### src/rtl/pecb_pkg.sv
package pecb_pkg;

    localparam int unsigned NUM_SLOTS = 4;
    localparam int unsigned NUM_EXT   = 2;

    typedef enum logic [1:0] {
        SRC_WRITE = 2'd0,
        SRC_EXT_A = 2'd1,
        SRC_EXT_B = 2'd2
    } slot_src_e;

    // Source of each counter slot; slot i belongs to page FIRST_PAGE + i.
    function automatic slot_src_e slot_src(input int unsigned slot);
        case (slot)
            2:       return SRC_EXT_A;
            3:       return SRC_EXT_B;
            default: return SRC_WRITE;
        endcase
    endfunction

endpackage

### src/rtl/pecb_debounce.sv
module pecb_debounce #(
    parameter int unsigned DEB_CYCLES = 1024
) (
    input  logic clk,
    input  logic rst_n,
    input  logic pin_n,
    output logic fall_o
);

    localparam int unsigned TW = $clog2(DEB_CYCLES + 1);
    localparam logic [TW-1:0] LAST = TW'(DEB_CYCLES - 1);

    typedef struct packed {
        logic          s1;
        logic          s2;
        logic          level;
        logic [TW-1:0] run;
        logic          fall;
    } deb_t;

    deb_t st_d, st_q;

    always_comb begin
        st_d      = st_q;
        st_d.s1   = pin_n;
        st_d.s2   = st_q.s1;
        st_d.fall = 1'b0;
        if (st_q.s2 != st_q.level) begin
            if (st_q.run == LAST) begin
                st_d.level = st_q.s2;
                st_d.run   = '0;
                st_d.fall  = ~st_q.s2;
            end else begin
                st_d.run = st_q.run + 1'b1;
            end
        end else begin
            st_d.run = '0;
        end
    end

    always_ff @(posedge clk or negedge rst_n) begin
        if (!rst_n) begin
            st_q <= '{s1: 1'b1, s2: 1'b1, level: 1'b1, run: '0, fall: 1'b0};
        end else begin
            st_q <= st_d;
        end
    end

    assign fall_o = st_q.fall;

endmodule

### src/rtl/pecb_counter.sv
module pecb_counter #(
    parameter int unsigned CNT_W = 32
) (
    input  logic             clk,
    input  logic             rst_n,
    input  logic             inc_i,
    output logic [CNT_W-1:0] count_o
);

    typedef struct packed {
        logic [CNT_W-1:0] value;
    } cnt_t;

    cnt_t cnt_d, cnt_q;

    always_comb begin
        cnt_d = cnt_q;
        if (inc_i) begin
            cnt_d.value = cnt_q.value + 1'b1;
        end
    end

    always_ff @(posedge clk or negedge rst_n) begin
        if (!rst_n) begin
            cnt_q <= '{value: '0};
        end else begin
            cnt_q <= cnt_d;
        end
    end

    assign count_o = cnt_q.value;

endmodule

### src/rtl/page_event_counter_bank.sv
module page_event_counter_bank
    import pecb_pkg::*;
#(
    parameter int unsigned PAGE_W     = 4,
    parameter int unsigned CNT_W      = 32,
    parameter int unsigned FIRST_PAGE = 12,
    parameter int unsigned DEB_CYCLES = 1024
) (
    input  logic              clk,
    input  logic              rst_n,
    input  logic              wr_commit,
    input  logic [PAGE_W-1:0] wr_page,
    input  logic              trig_a_n,
    input  logic              trig_b_n,
    input  logic [PAGE_W-1:0] rd_page,
    output logic [CNT_W-1:0]  rd_count
);

    localparam int unsigned LAST_PAGE = FIRST_PAGE + NUM_SLOTS - 1;

    if (LAST_PAGE >= (1 << PAGE_W)) begin : g_bad_map
        initial $error("counter pages exceed the page number range");
    end

    logic [NUM_EXT-1:0]              pin_n;
    logic [NUM_EXT-1:0]              ext_fall;
    logic [NUM_SLOTS-1:0]            slot_inc;
    logic [NUM_SLOTS-1:0][CNT_W-1:0] cnt_q;

    assign pin_n = {trig_b_n, trig_a_n};

    for (genvar e = 0; e < NUM_EXT; e++) begin : g_ext
        pecb_debounce #(
            .DEB_CYCLES(DEB_CYCLES)
        ) u_deb (
            .clk   (clk),
            .rst_n (rst_n),
            .pin_n (pin_n[e]),
            .fall_o(ext_fall[e])
        );
    end

    for (genvar i = 0; i < NUM_SLOTS; i++) begin : g_slot
        localparam logic [PAGE_W-1:0] SLOT_PAGE = PAGE_W'(FIRST_PAGE + i);
        if (slot_src(i) == SRC_WRITE) begin : g_wr
            assign slot_inc[i] = wr_commit && (wr_page == SLOT_PAGE);
        end else if (slot_src(i) == SRC_EXT_A) begin : g_a
            assign slot_inc[i] = ext_fall[0];
        end else begin : g_b
            assign slot_inc[i] = ext_fall[1];
        end

        pecb_counter #(
            .CNT_W(CNT_W)
        ) u_cnt (
            .clk    (clk),
            .rst_n  (rst_n),
            .inc_i  (slot_inc[i]),
            .count_o(cnt_q[i])
        );
    end

    always_comb begin
        rd_count = '1;
        for (int unsigned i = 0; i < NUM_SLOTS; i++) begin
            if (rd_page == PAGE_W'(FIRST_PAGE + i)) begin
                rd_count = cnt_q[i];
            end
        end
    end

endmodule

### config.mk
export PLATFORM = sky130hd
export DESIGN_NAME = page_event_counter_bank
export DESIGN_NICKNAME = d
export VERILOG_FILES = /design/src/rtl/pecb_pkg.sv /design/src/rtl/pecb_debounce.sv /design/src/rtl/pecb_counter.sv /design/src/rtl/page_event_counter_bank.sv
export SDC_FILE = /design/constraint.sdc
export NUM_CORES = 1
export LEC_CHECK = 0
export CORE_MARGIN = 4
export CORE_UTILIZATION = 60
export DETAILED_ROUTE_END_ITERATION = 10
export HOLD_SLACK_MARGIN = 0.05
export PLACE_DENSITY = 0.82
export RECOVER_POWER = 25
export SLEW_MARGIN = 5
export SYNTH_ARGS = -nofsm -noshare
export SYNTH_HDL_FRONTEND = slang
export SYNTH_SLANG_ARGS = --single-unit
### constraint.sdc
create_clock -name clk -period 6.1 [get_ports clk]
set_clock_uncertainty 0.05 [all_clocks]
set_input_delay 1.22 -clock clk [delete_from_list [all_inputs] [get_ports clk]]
set_output_delay 1.22 -clock clk [all_outputs]
set_load 0.01 [all_outputs]
==> results.sh, run 1 <==
export IMPL_insertedDiodeCount=0
export IMPL_multi_input_area_um2=3790
export IMPL_synthAdderAreaFrac_pct=0.957
export IMPL_drv_slew=119
export IMPL_clk_pin_slew_ns=0.06
export IMPL_max_slew_margin_pct=-86.7
export IMPL_crit_fanout=15
export IMPL_ctsLongestPathBuffers=2
export IMPL_totalWireLength_mm=17.3
export IMPL_critPathSlowestCell="clkdlybuf4s50_1"
export IMPL_cts_setup_buffers=0
export IMPL_worstMarginPinSlew_ns=2.80
export IMPL_timing_final_crit_share_pct=81.4
export IMPL_grt_pass1_wl_mm=28.6
export IMPL_rows=41
export IMPL_ctsResizeCount=0
export IMPL_cp_end_kind="primary output"
export IMPL_setup_slack_ns=1.14
export IMPL_initial_core_util_pct=61.7
export IMPL_whs_ns=0.305
export IMPL_cts_sinks=158
export IMPL_drtIter0Drc=596
export IMPL_hold_path_startpoint="g_ext[1].u_deb.st_d[13]"
export IMPL_switchingPower_uw=518
export IMPL_critPathLaunch="rd_page[0]"
export IMPL_clock_fmax_mhz=201
export IMPL_htree_levels=4
export IMPL_internal_power_mw=1.87
export IMPL_use_met1_pct=32.6
export IMPL_n_fill_cell=901
export IMPL_nets=750
export IMPL_die_w_um=122
export IMPL_cts_tree="built"
export IMPL_synth_compound_area_share_pct=0
export IMPL_grt_use_met2_pct=41.4
export IMPL_power_density_nw_per_um2=262
export IMPL_grt_busiest_layer="met2"
export IMPL_vdd_ir_drop_max_uv=220
export IMPL_cap_violations=1
export IMPL_timing_rr_end="g_slot[3].u_cnt.count_o[24]"
export IMPL_die_area_um2=15000
export IMPL_die_y_um=122
export IMPL_hpwl_mm=12.3
export IMPL_endpoint="rd_count[23]"
export IMPL_first_global_vias=5619
export IMPL_hold_buffers=0
export IMPL_ys_seq_area_share_pct=50.5
export IMPL_syn_area_um2=7850
export IMPL_cp_cell_sequence="clkdlybuf4s50_1 -> buf_4 -> mux4_2 -> or2_2 -> clkdlybuf4s50_1"
export IMPL_io_buffers=44
export IMPL_hold_violations=0
export IMPL_seq_power_share_pct=46.3
export IMPL_seq_area_um2=3960
export IMPL_setup_viol=0
export IMPL_clock_latency_ns=0.42
export IMPL_ys_warn_count=0
export IMPL_reg2reg_from="g_slot[3].u_cnt.count_o[5]"
export IMPL_drtAntennaViolNets=0
export IMPL_syn_instance_count=678
export IMPL_routedWlPerCell_um=19.0
export IMPL_synth_xor_area_share_pct=16.0
export IMPL_num_vias=5429
export IMPL_violations="capacitance limit, slew limit"
export IMPL_avgSynthCellArea_um2=11.6
export IMPL_area_growth_syn_to_layout_pct=16.1
export IMPL_drive_gt1_share_pct=16.8
export IMPL_reg2reg_depth=5
export IMPL_drc=0
export IMPL_dr_pass1_iters=7
export IMPL_hp_class="reg2reg"
export IMPL_io_pins=45
export IMPL_pre_cts_ws_ns=1.19
export IMPL_yosys_area_share_simple_pct=21.3
export IMPL_sw_frac_of_total_pct=21.6
export IMPL_place_gp_congestion=0.873
export IMPL_gr_total_overflow=0
export IMPL_fin_util_pct=71.6
export IMPL_pwr_share_clk_pct=47.4
export IMPL_grt_use_met3_pct=6.77
export IMPL_syn_nets=697
export IMPL_synth_top_family_by_area="simple AND/OR/NAND/NOR gates"
export IMPL_status="finished with violations"
export IMPL_muxShareOfSynthArea_pct=10.1
export IMPL_grt_max_degree=119
export IMPL_cts_root_buf="clkbuf_16"
export IMPL_path_common_cell="clkdlybuf4s50_1"
export IMPL_tns_ns=0
export IMPL_p_leak_nw=4.00
export IMPL_synth_seq_cells=158
export IMPL_r2r_slack_ns=3.41
export IMPL_period_needed_ns=4.96
export IMPL_power_mw=2.39
export IMPL_crit_arrival_ns=3.69
export IMPL_grt_total_usage_pct=25.1
export IMPL_path_class="in2out"
export IMPL_rsz0062_at_grt="no"
export IMPL_antenna_found_initial=0
export IMPL_yosysUniqueCellTypes=33
export IMPL_cp_required_ns=4.83
export IMPL_core_um2=12700
export IMPL_via_per_inst=5.93
export IMPL_start_kind="primary input"
export IMPL_numCtsBuffers=17
export IMPL_combPwrFrac_pct=6.3
export IMPL_critical_path_max_stage_delay_ns=1.06
cell usage after synthesis:
library cell | number | area share (%)
dfrtp_1 | 152 | 48
xnor2_1 | 99 | 11
nand2_1 | 68 | 3.3
nand3_1 | 46 | 2.9
nor2_1 | 44 | 2.1
xor2_1 | 44 | 4.9
or2_2 | 36 | 2.9
nand4_1 | 33 | 2.6
mux4_2 | 31 | 8.9
nor3_1 | 22 | 1.4
and3_1 | 19 | 1.5
and4_1 | 13 | 1.5
clkbuf_1 | 12 | 0.57
inv_1 | 9 | 0.43
dfstp_2 | 6 | 2.0
ha_1 | 6 | 0.96
mux2_2 | 6 | 0.86
nor4_1 | 6 | 0.48
and2_1 | 5 | 0.40
buf_2 | 3 | 0.19
nor3b_1 | 3 | 0.29
nor4_2 | 3 | 0.48
nor4_4 | 2 | 0.54
and3_2 | 1 | 0.096
and3b_1 | 1 | 0.11
and4_2 | 1 | 0.13
mux4_1 | 1 | 0.33
nand2b_1 | 1 | 0.080
nor3_2 | 1 | 0.13
or3_1 | 1 | 0.080
or3b_1 | 1 | 0.11
or4_1 | 1 | 0.096
or4_4 | 1 | 0.14
sequential cells by signal, summed over array words and instances (netlist names):
| register | cells |
|---|---|
| g_ext.u_deb.fall_o | 2 |
| g_ext.u_deb.st_d | 2 |
| g_ext.u_deb.st_q | 26 |
| g_slot.u_cnt.count_o | 128 |
routing by layer:
metal | wire length [um] | vias to the layer above
li1 | - | 2472
met1 | 7130 | 2740
met2 | 8800 | 183
met3 | 1060 | 34
met4 | 350 | 0
met5 | 0 | -
power by group through the flow:
| stage | logic (mW) | registers, mW | clock network [mW] |
|---|---|---|---|
| floorplan | 0.0869 | 1.11 | 0 |
| global placement | 0.144 | 1.12 | 0 |
| detailed placement | 0.151 | 1.12 | 0 |
| CTS | 0.156 | 1.11 | 1.15 |
| global route | 0.168 | 1.11 | 1.20 |
| finish | 0.151 | 1.11 | 1.13 |
cells by family after synthesis:
logic type,Yosys count
adders and majority gates,6
xor gates and xnor gates,143
and+or+nand+nor,309
DFF,158
muxes,38
buffers and inverters,24
worst min-delay path by stage:
| stage | slack (ns) | depth (start not counted) | end |
|---|---|---|---|
| finish | 0.31 | 0 | g_ext[1].u_deb.st_q[13] |
| global route | 0.31 | 0 | g_ext[1].u_deb.st_q[13] |
| CTS | 0.31 | 0 | g_ext[1].u_deb.st_q[13] |
| detailed placement | 0.30 | 0 | g_ext[1].u_deb.st_q[13] |
| global placement | 0.30 | 0 | g_ext[1].u_deb.st_q[13] |
| floorplan | 0.30 | 0 | g_ext[0].u_deb.st_q[13] |
layout by cell type (no fill, tap or decap), types with 2 or more instances in the layout:
cell             instances
or2_2                   35
xor2_1                  44
nand2_1                 68
nor3b_1                  3
nor4_1                   6
and2_1                   4
bufinv_16                4
dlygate4sd3_1            2
nand3_1                 46
and3_1                  19
and4_1                  13
inv_1                    9
dfstp_2                  6
xnor2_1                 99
nor2_1                  44
nand4_1                 33
clkbuf_8                 4
clkinv_4                 2
ha_1                     6
buf_4                    5
mux2_2                   6
clkinv_2                 3
mux4_2                  31
clkbuf_16               17
dfrtp_1                152
nor4_2                   3
nor3_1                  22
nor4_4                   2
clkdlybuf4s50_1         40
layout make-up:
class                      count  share of cell area, %
multi-input combinational    496                   41.6
inverter                       9                  0.371
sequential                   158                   43.5
tap                          172                   2.36
timing repair buffer          49                   5.14
clock inverter                10                   1.76
clock buffer                  21                   5.27
through the flow:
step	cells	cell area (um2)
detailed placement	884	8480
CTS	915	9120
finish	915	9110
global placement	884	8480
floorplan	678	7850
global route	915	9110
worst max-delay path: cells and delay by family:
family / cells / cell delay [ns]
buf+inv: 3 / 1.87
mux: 1 / 0.31
simple gates: 1 / 0.29
No activity file was read; power rests on OpenSTA's default activity.
==> inputs of run 2 (changes only) <==
==> constraint.sdc (replaced) <==
create_clock -name clk -period 4.7 [get_ports clk]
set_clock_uncertainty 0.05 [all_clocks]
set_input_delay 0.94 -clock clk [delete_from_list [all_inputs] [get_ports clk]]
set_output_delay 0.94 -clock clk [all_outputs]
set_load 0.01 [all_outputs]
==> run 2 against run 1 <==
Effect of this change: the flow still finishes with violations (capacitance limit, slew limit); global-route usage is 0.59 points higher; clock-buffer cell count grew 9; flip-flop and latch count is the same; clock power is 12% higher; register-to-register slack worse by 1.4 ns; critical endpoint is now rd_count[0].
==> results.sh, run 2 (synthesized netlist as in run 1, its figures left out) <==
export IMPL_status="finished with violations"
export IMPL_violations="capacitance limit, slew limit"
export IMPL_cp_end_kind="primary output"
export IMPL_crit_arrival_ns=3.04
export IMPL_drv_slew=107
export IMPL_cts_sinks=158
export IMPL_reg2reg_depth=6
export IMPL_r2r_slack_ns=2.05
export IMPL_multi_input_area_um2=3790
export IMPL_core_um2=12700
export IMPL_num_vias=5518
export IMPL_hold_violations=0
export IMPL_placed_area_um2=8510
export IMPL_io_pins=45
export IMPL_drtAntennaViolNets=0
export IMPL_nets=751
export IMPL_path_class="in2out"
export IMPL_grt_max_degree=107
export IMPL_drc=0
export IMPL_insertedDiodeCount=0
export IMPL_fin_area_um2=9040
export IMPL_hold_buffers=0
export IMPL_power_density_nw_per_um2=320
export IMPL_cts_root_buf="clkbuf_16"
export IMPL_largest_reg_flops=128
export IMPL_via_per_inst=6.02
export IMPL_initial_core_util_pct=61.7
export IMPL_period_needed_ns=4.03
export IMPL_worstMarginPinSlew_ns=2.61
export IMPL_rsz0062_at_grt="no"
export IMPL_start_kind="primary input"
export IMPL_die_y_um=122
export IMPL_io_buffers=44
export IMPL_rows=41
export IMPL_grt_total_usage_pct=25.7
export IMPL_final_common_cell="dfrtp_1"
export IMPL_hpwl_mm=12.4
export IMPL_routedWlPerCell_um=19.1
export IMPL_hp_class="reg2reg"
export IMPL_setup_viol=0
export IMPL_first_global_vias=5756
export IMPL_mostFrequentLayoutCells="dfrtp_1, xnor2_1, nand2_1, nand3_1"
export IMPL_fin_util_pct=71.0
export IMPL_place_gp_congestion=0.873
export IMPL_max_slew_margin_pct=-73.8
export IMPL_power_mw=2.89
export IMPL_vdd_ir_drop_max_uv=349
export IMPL_antenna_found_initial=0
export IMPL_htree_levels=4
export IMPL_seq_area_um2=3960
export IMPL_timing_final_crit_share_pct=85.6
export IMPL_clock_fmax_mhz=248
export IMPL_gr_total_overflow=0
export IMPL_die_w_um=122
export IMPL_cp_required_ns=3.71
export IMPL_n_fill_cell=898
export IMPL_die_area_um2=15000
export IMPL_cap_violations=1
export IMPL_crit_fanout=7
export IMPL_ctsLongestPathBuffers=2
export IMPL_clk_pin_slew_ns=0.05
export IMPL_area_growth_syn_to_layout_pct=15.2
export IMPL_hold_depth=0
export IMPL_drive_gt1_share_pct=16.1
export IMPL_numCtsBuffers=17
export IMPL_ctsResizeCount=0
export IMPL_cts_tree="built"
export IMPL_clock_latency_ns=0.43
export IMPL_drtIter0Drc=564
export IMPL_p_leak_nw=3.96
export IMPL_cts_setup_buffers=0
export IMPL_totalWireLength_mm=17.5
export IMPL_dr_pass1_iters=5
export IMPL_grt_pass1_wl_mm=29.3
export IMPL_tns_ns=0
## run 2: cell count changes in the layout (fill, tap and decap cells not counted)
cell	previous run	this run
buf_12	0	2
buf_4	5	4
bufinv_16	4	0
clkbuf_1	0	8
clkbuf_8	4	5
clkinv_2	3	2
clkinv_4	2	0
clkinvlp_4	1	0
or2_0	1	0
or2_2	35	36
## run 2: metal layers
layer / part of all wire (%) / GRT usage [%] / wire [um]
met5: 0 / 0 / 0
met2: 51 / 42.8 / 8990
met4: 1.9 / 9.52 / 325
met1: 42 / 33.7 / 7310
met3: 5.2 / 5.12 / 904
## run 2: stage by stage
step	hold WS (ns)	instances	worst slack, ns
3_3_place_gp	0.297	885	0.682
2_1_floorplan	0.295	678	1.39
5_1_grt	0.317	917	0.633
3_5_place_dp	0.297	885	0.690
4_1_cts	0.305	917	0.684
6_report	0.305	917	0.675
## run 2: final cells by class
type                    instances  share of cell area [%]
flip-flops and latches        158                    43.8
repair buffers                 50                    5.54
well taps                     172                    2.38
clock buffers                  30                    5.80
multi-input cells             496                    42.0
clock inverters                 2                   0.111
inverters                       9                   0.374
## run 2: report_power, final
part | internal (mW) | total (mW) | switching (mW)
Sequential | 1.39 | 1.43 | 0.0428
Clock | 0.745 | 1.26 | 0.512
Combinational | 0.100 | 0.198 | 0.0977
## run 2: final timing paths
path,start,to
worst max-delay path,rd_page[0],rd_count[0]
worst min-delay path,g_ext[0].u_deb.st_d[13],g_ext[0].u_deb.st_q[13]
worst max register to register,g_slot[2].u_cnt.count_o[0],g_slot[2].u_cnt.count_o[30]
worst min register to register,g_ext[0].u_deb.st_d[13],g_ext[0].u_deb.st_q[13]
max in group asynchronous,rst_n,g_ext[1].u_deb.st_q[13]
min in group asynchronous,rst_n,g_slot[0].u_cnt.count_o[8]
## run 2: critical path, cell delays in order
cell and delay [ns]:
clkdlybuf4s50_1 0.76, mux4_2 0.57, or2_2 0.28, clkdlybuf4s50_1 0.48
==> inputs of run 3 (changes only) <==
--- a/config.mk
+++ b/config.mk
@@ -10,7 +10,6 @@
 export DETAILED_ROUTE_END_ITERATION = 10
 export HOLD_SLACK_MARGIN = 0.05
 export PLACE_DENSITY = 0.82
-export RECOVER_POWER = 25
 export SLEW_MARGIN = 5
 export SYNTH_ARGS = -nofsm -noshare
 export SYNTH_HDL_FRONTEND = slang
==> run 3 against run 2 <==
Effect of this change: the flow now finishes without violations; critical path depth unchanged; via count up 0.20%; register-to-register slack about the same; flip-flop and latch count unchanged; core utilization about the same; die area unchanged; worst setup slack better by 0.0097 ns; fmax up 0.24%; global-route usage unchanged; critical path type unchanged; largest power group unchanged.
==> results.sh, run 3 (synthesized netlist as in run 1, its figures left out) <==
export IMPL_path_common_cell="clkdlybuf4s50_1"
export IMPL_p_leak_nw=3.96
export IMPL_n_fill_cell=899
export IMPL_rsz0062_at_grt="no"
export IMPL_instances_no_fill=917
export IMPL_clock_fmax_mhz=249
export IMPL_die_w_um=122
export IMPL_die_y_um=122
export IMPL_initial_core_util_pct=61.7
export IMPL_drtIter0Drc=568
export IMPL_num_vias=5529
export IMPL_vdd_ir_drop_max_uv=349
export IMPL_area_growth_syn_to_layout_pct=15.2
export IMPL_critical_path_max_stage_delay_ns=0.75
export IMPL_largest_reg_flops=128
export IMPL_routedWlPerCell_um=19.1
export IMPL_numCtsBuffers=17
export IMPL_timing_final_crit_share_pct=85.4
export IMPL_cts_sinks=158
export IMPL_cts_tree="built"
export IMPL_cap_violations=0
export IMPL_drv_slew=0
export IMPL_grt_pass1_wl_mm=29.3
export IMPL_setup_viol=0
export IMPL_ctsResizeCount=0
export IMPL_cp_required_ns=3.71
export IMPL_totalWireLength_mm=17.5
export IMPL_cts_setup_buffers=0
export IMPL_status="completed"
export IMPL_tns_ns=0
export IMPL_drive_gt1_share_pct=16.1
export IMPL_crit_arrival_ns=3.03
export IMPL_mostFrequentLayoutCells="dfrtp_1, xnor2_1, nand2_1, nand3_1"
export IMPL_antenna_found_initial=0
export IMPL_nets=751
export IMPL_cp_cell_sequence="clkdlybuf4s50_1 -> mux4_2 -> or2_2 -> clkdlybuf4s50_1"
export IMPL_seq_area_um2=3960
export IMPL_critPathTopFamily="buffers and inverters"
export IMPL_whs_ns=0.305
export IMPL_core_um2=12700
export IMPL_period_needed_ns=4.02
export IMPL_grt_max_degree=107
export IMPL_htree_levels=4
export IMPL_crit_fanout=7
export IMPL_final_common_cell="dfrtp_1"
export IMPL_gr_total_overflow=0
export IMPL_cp_num_buf_inv=2
export IMPL_io_pins=45
export IMPL_hold_buffers=0
export IMPL_path_class="in2out"
export IMPL_place_gp_congestion=0.873
export IMPL_grt_total_usage_pct=25.7
export IMPL_critPathSlowestCell="clkdlybuf4s50_1"
export IMPL_io_buffers=44
export IMPL_max_slew_margin_pct=26.0
export IMPL_drtAntennaViolNets=0
export IMPL_fin_util_pct=71.1
export IMPL_insertedDiodeCount=0
export IMPL_start_kind="primary input"
export IMPL_hold_violations=0
export IMPL_cp_end_kind="primary output"
export IMPL_worstMarginPinSlew_ns=1.10
export IMPL_via_per_inst=6.03
export IMPL_hpwl_mm=12.4
export IMPL_die_area_um2=15000
export IMPL_ctsLongestPathBuffers=2
export IMPL_hp_class="reg2reg"
export IMPL_clock_latency_ns=0.43
export IMPL_multi_input_area_um2=3790
export IMPL_dr_pass1_iters=5
export IMPL_clk_pin_slew_ns=0.05
export IMPL_drc=0
export IMPL_first_global_vias=5756
export IMPL_rows=41
export IMPL_power_density_nw_per_um2=320
export IMPL_dp_cells=885
export IMPL_cts_root_buf="clkbuf_16"
==> run 3: stage by stage <==
step / area (um2) / power [mW] / setup slack, ns
6_report: 9040 / 2.89 / 0.685
5_1_grt: 9040 / 2.99 / 0.633
4_1_cts: 9040 / 2.90 / 0.684
3_5_place_dp: 8510 / 1.66 / 0.690
3_3_place_gp: 8510 / 1.65 / 0.682
2_1_floorplan: 7850 / 1.55 / 1.39
==> run 3: layout make-up <==
type                       instances  area share (%)
sequential                       158            43.8
multi-input combinational        496            41.9
clock buffer                      30            5.80
timing repair buffer              50            5.60
tap                              172            2.38
inverter                           9           0.374
clock inverter                     2           0.111
==> run 3: path summary, 6_finish.rpt <==
kind,start,to,slack [ns],cells past startpoint
min reg2reg,g_ext[0].u_deb.st_d[13],g_ext[0].u_deb.st_q[13],0.30,0
max,rd_page[0],rd_count[0],0.68,4
max reg2reg,g_slot[2].u_cnt.count_o[0],g_slot[2].u_cnt.count_o[30],2.04,6
min in group asynchronous,rst_n,g_slot[0].u_cnt.count_o[8],0.56,1
min,g_ext[0].u_deb.st_d[13],g_ext[0].u_deb.st_q[13],0.30,0
max in group asynchronous,rst_n,g_ext[1].u_deb.st_q[13],2.99,2
==> run 3: per-layer routing <==
layer | vias up | GRT usage, % | share of wire, %
met5 | - | 0 | 0
met4 | 0 | 9.52 | 1.9
met3 | 32 | 5.12 | 5.1
met2 | 189 | 42.8 | 51
met1 | 2830 | 33.7 | 42
li1 | 2478 | - | -
==> run 3: power by group <==
part | internal [mW] | total (mW) | leakage, nW | switching (mW)
clock | 0.745 | 1.26 | 0.263 | 0.512
combinational | 0.101 | 0.200 | 1.55 | 0.0984
sequential | 1.39 | 1.43 | 2.15 | 0.0424
==> run 3: worst register-to-register path: stages (launching register included) <==
cell and delay (ns):
dfrtp_1 0.42, ha_1 0.19, nand4_1 0.32, nor4_2 0.78
nand4_1 0.40, nor2_1 0.23, xor2_1 0.20
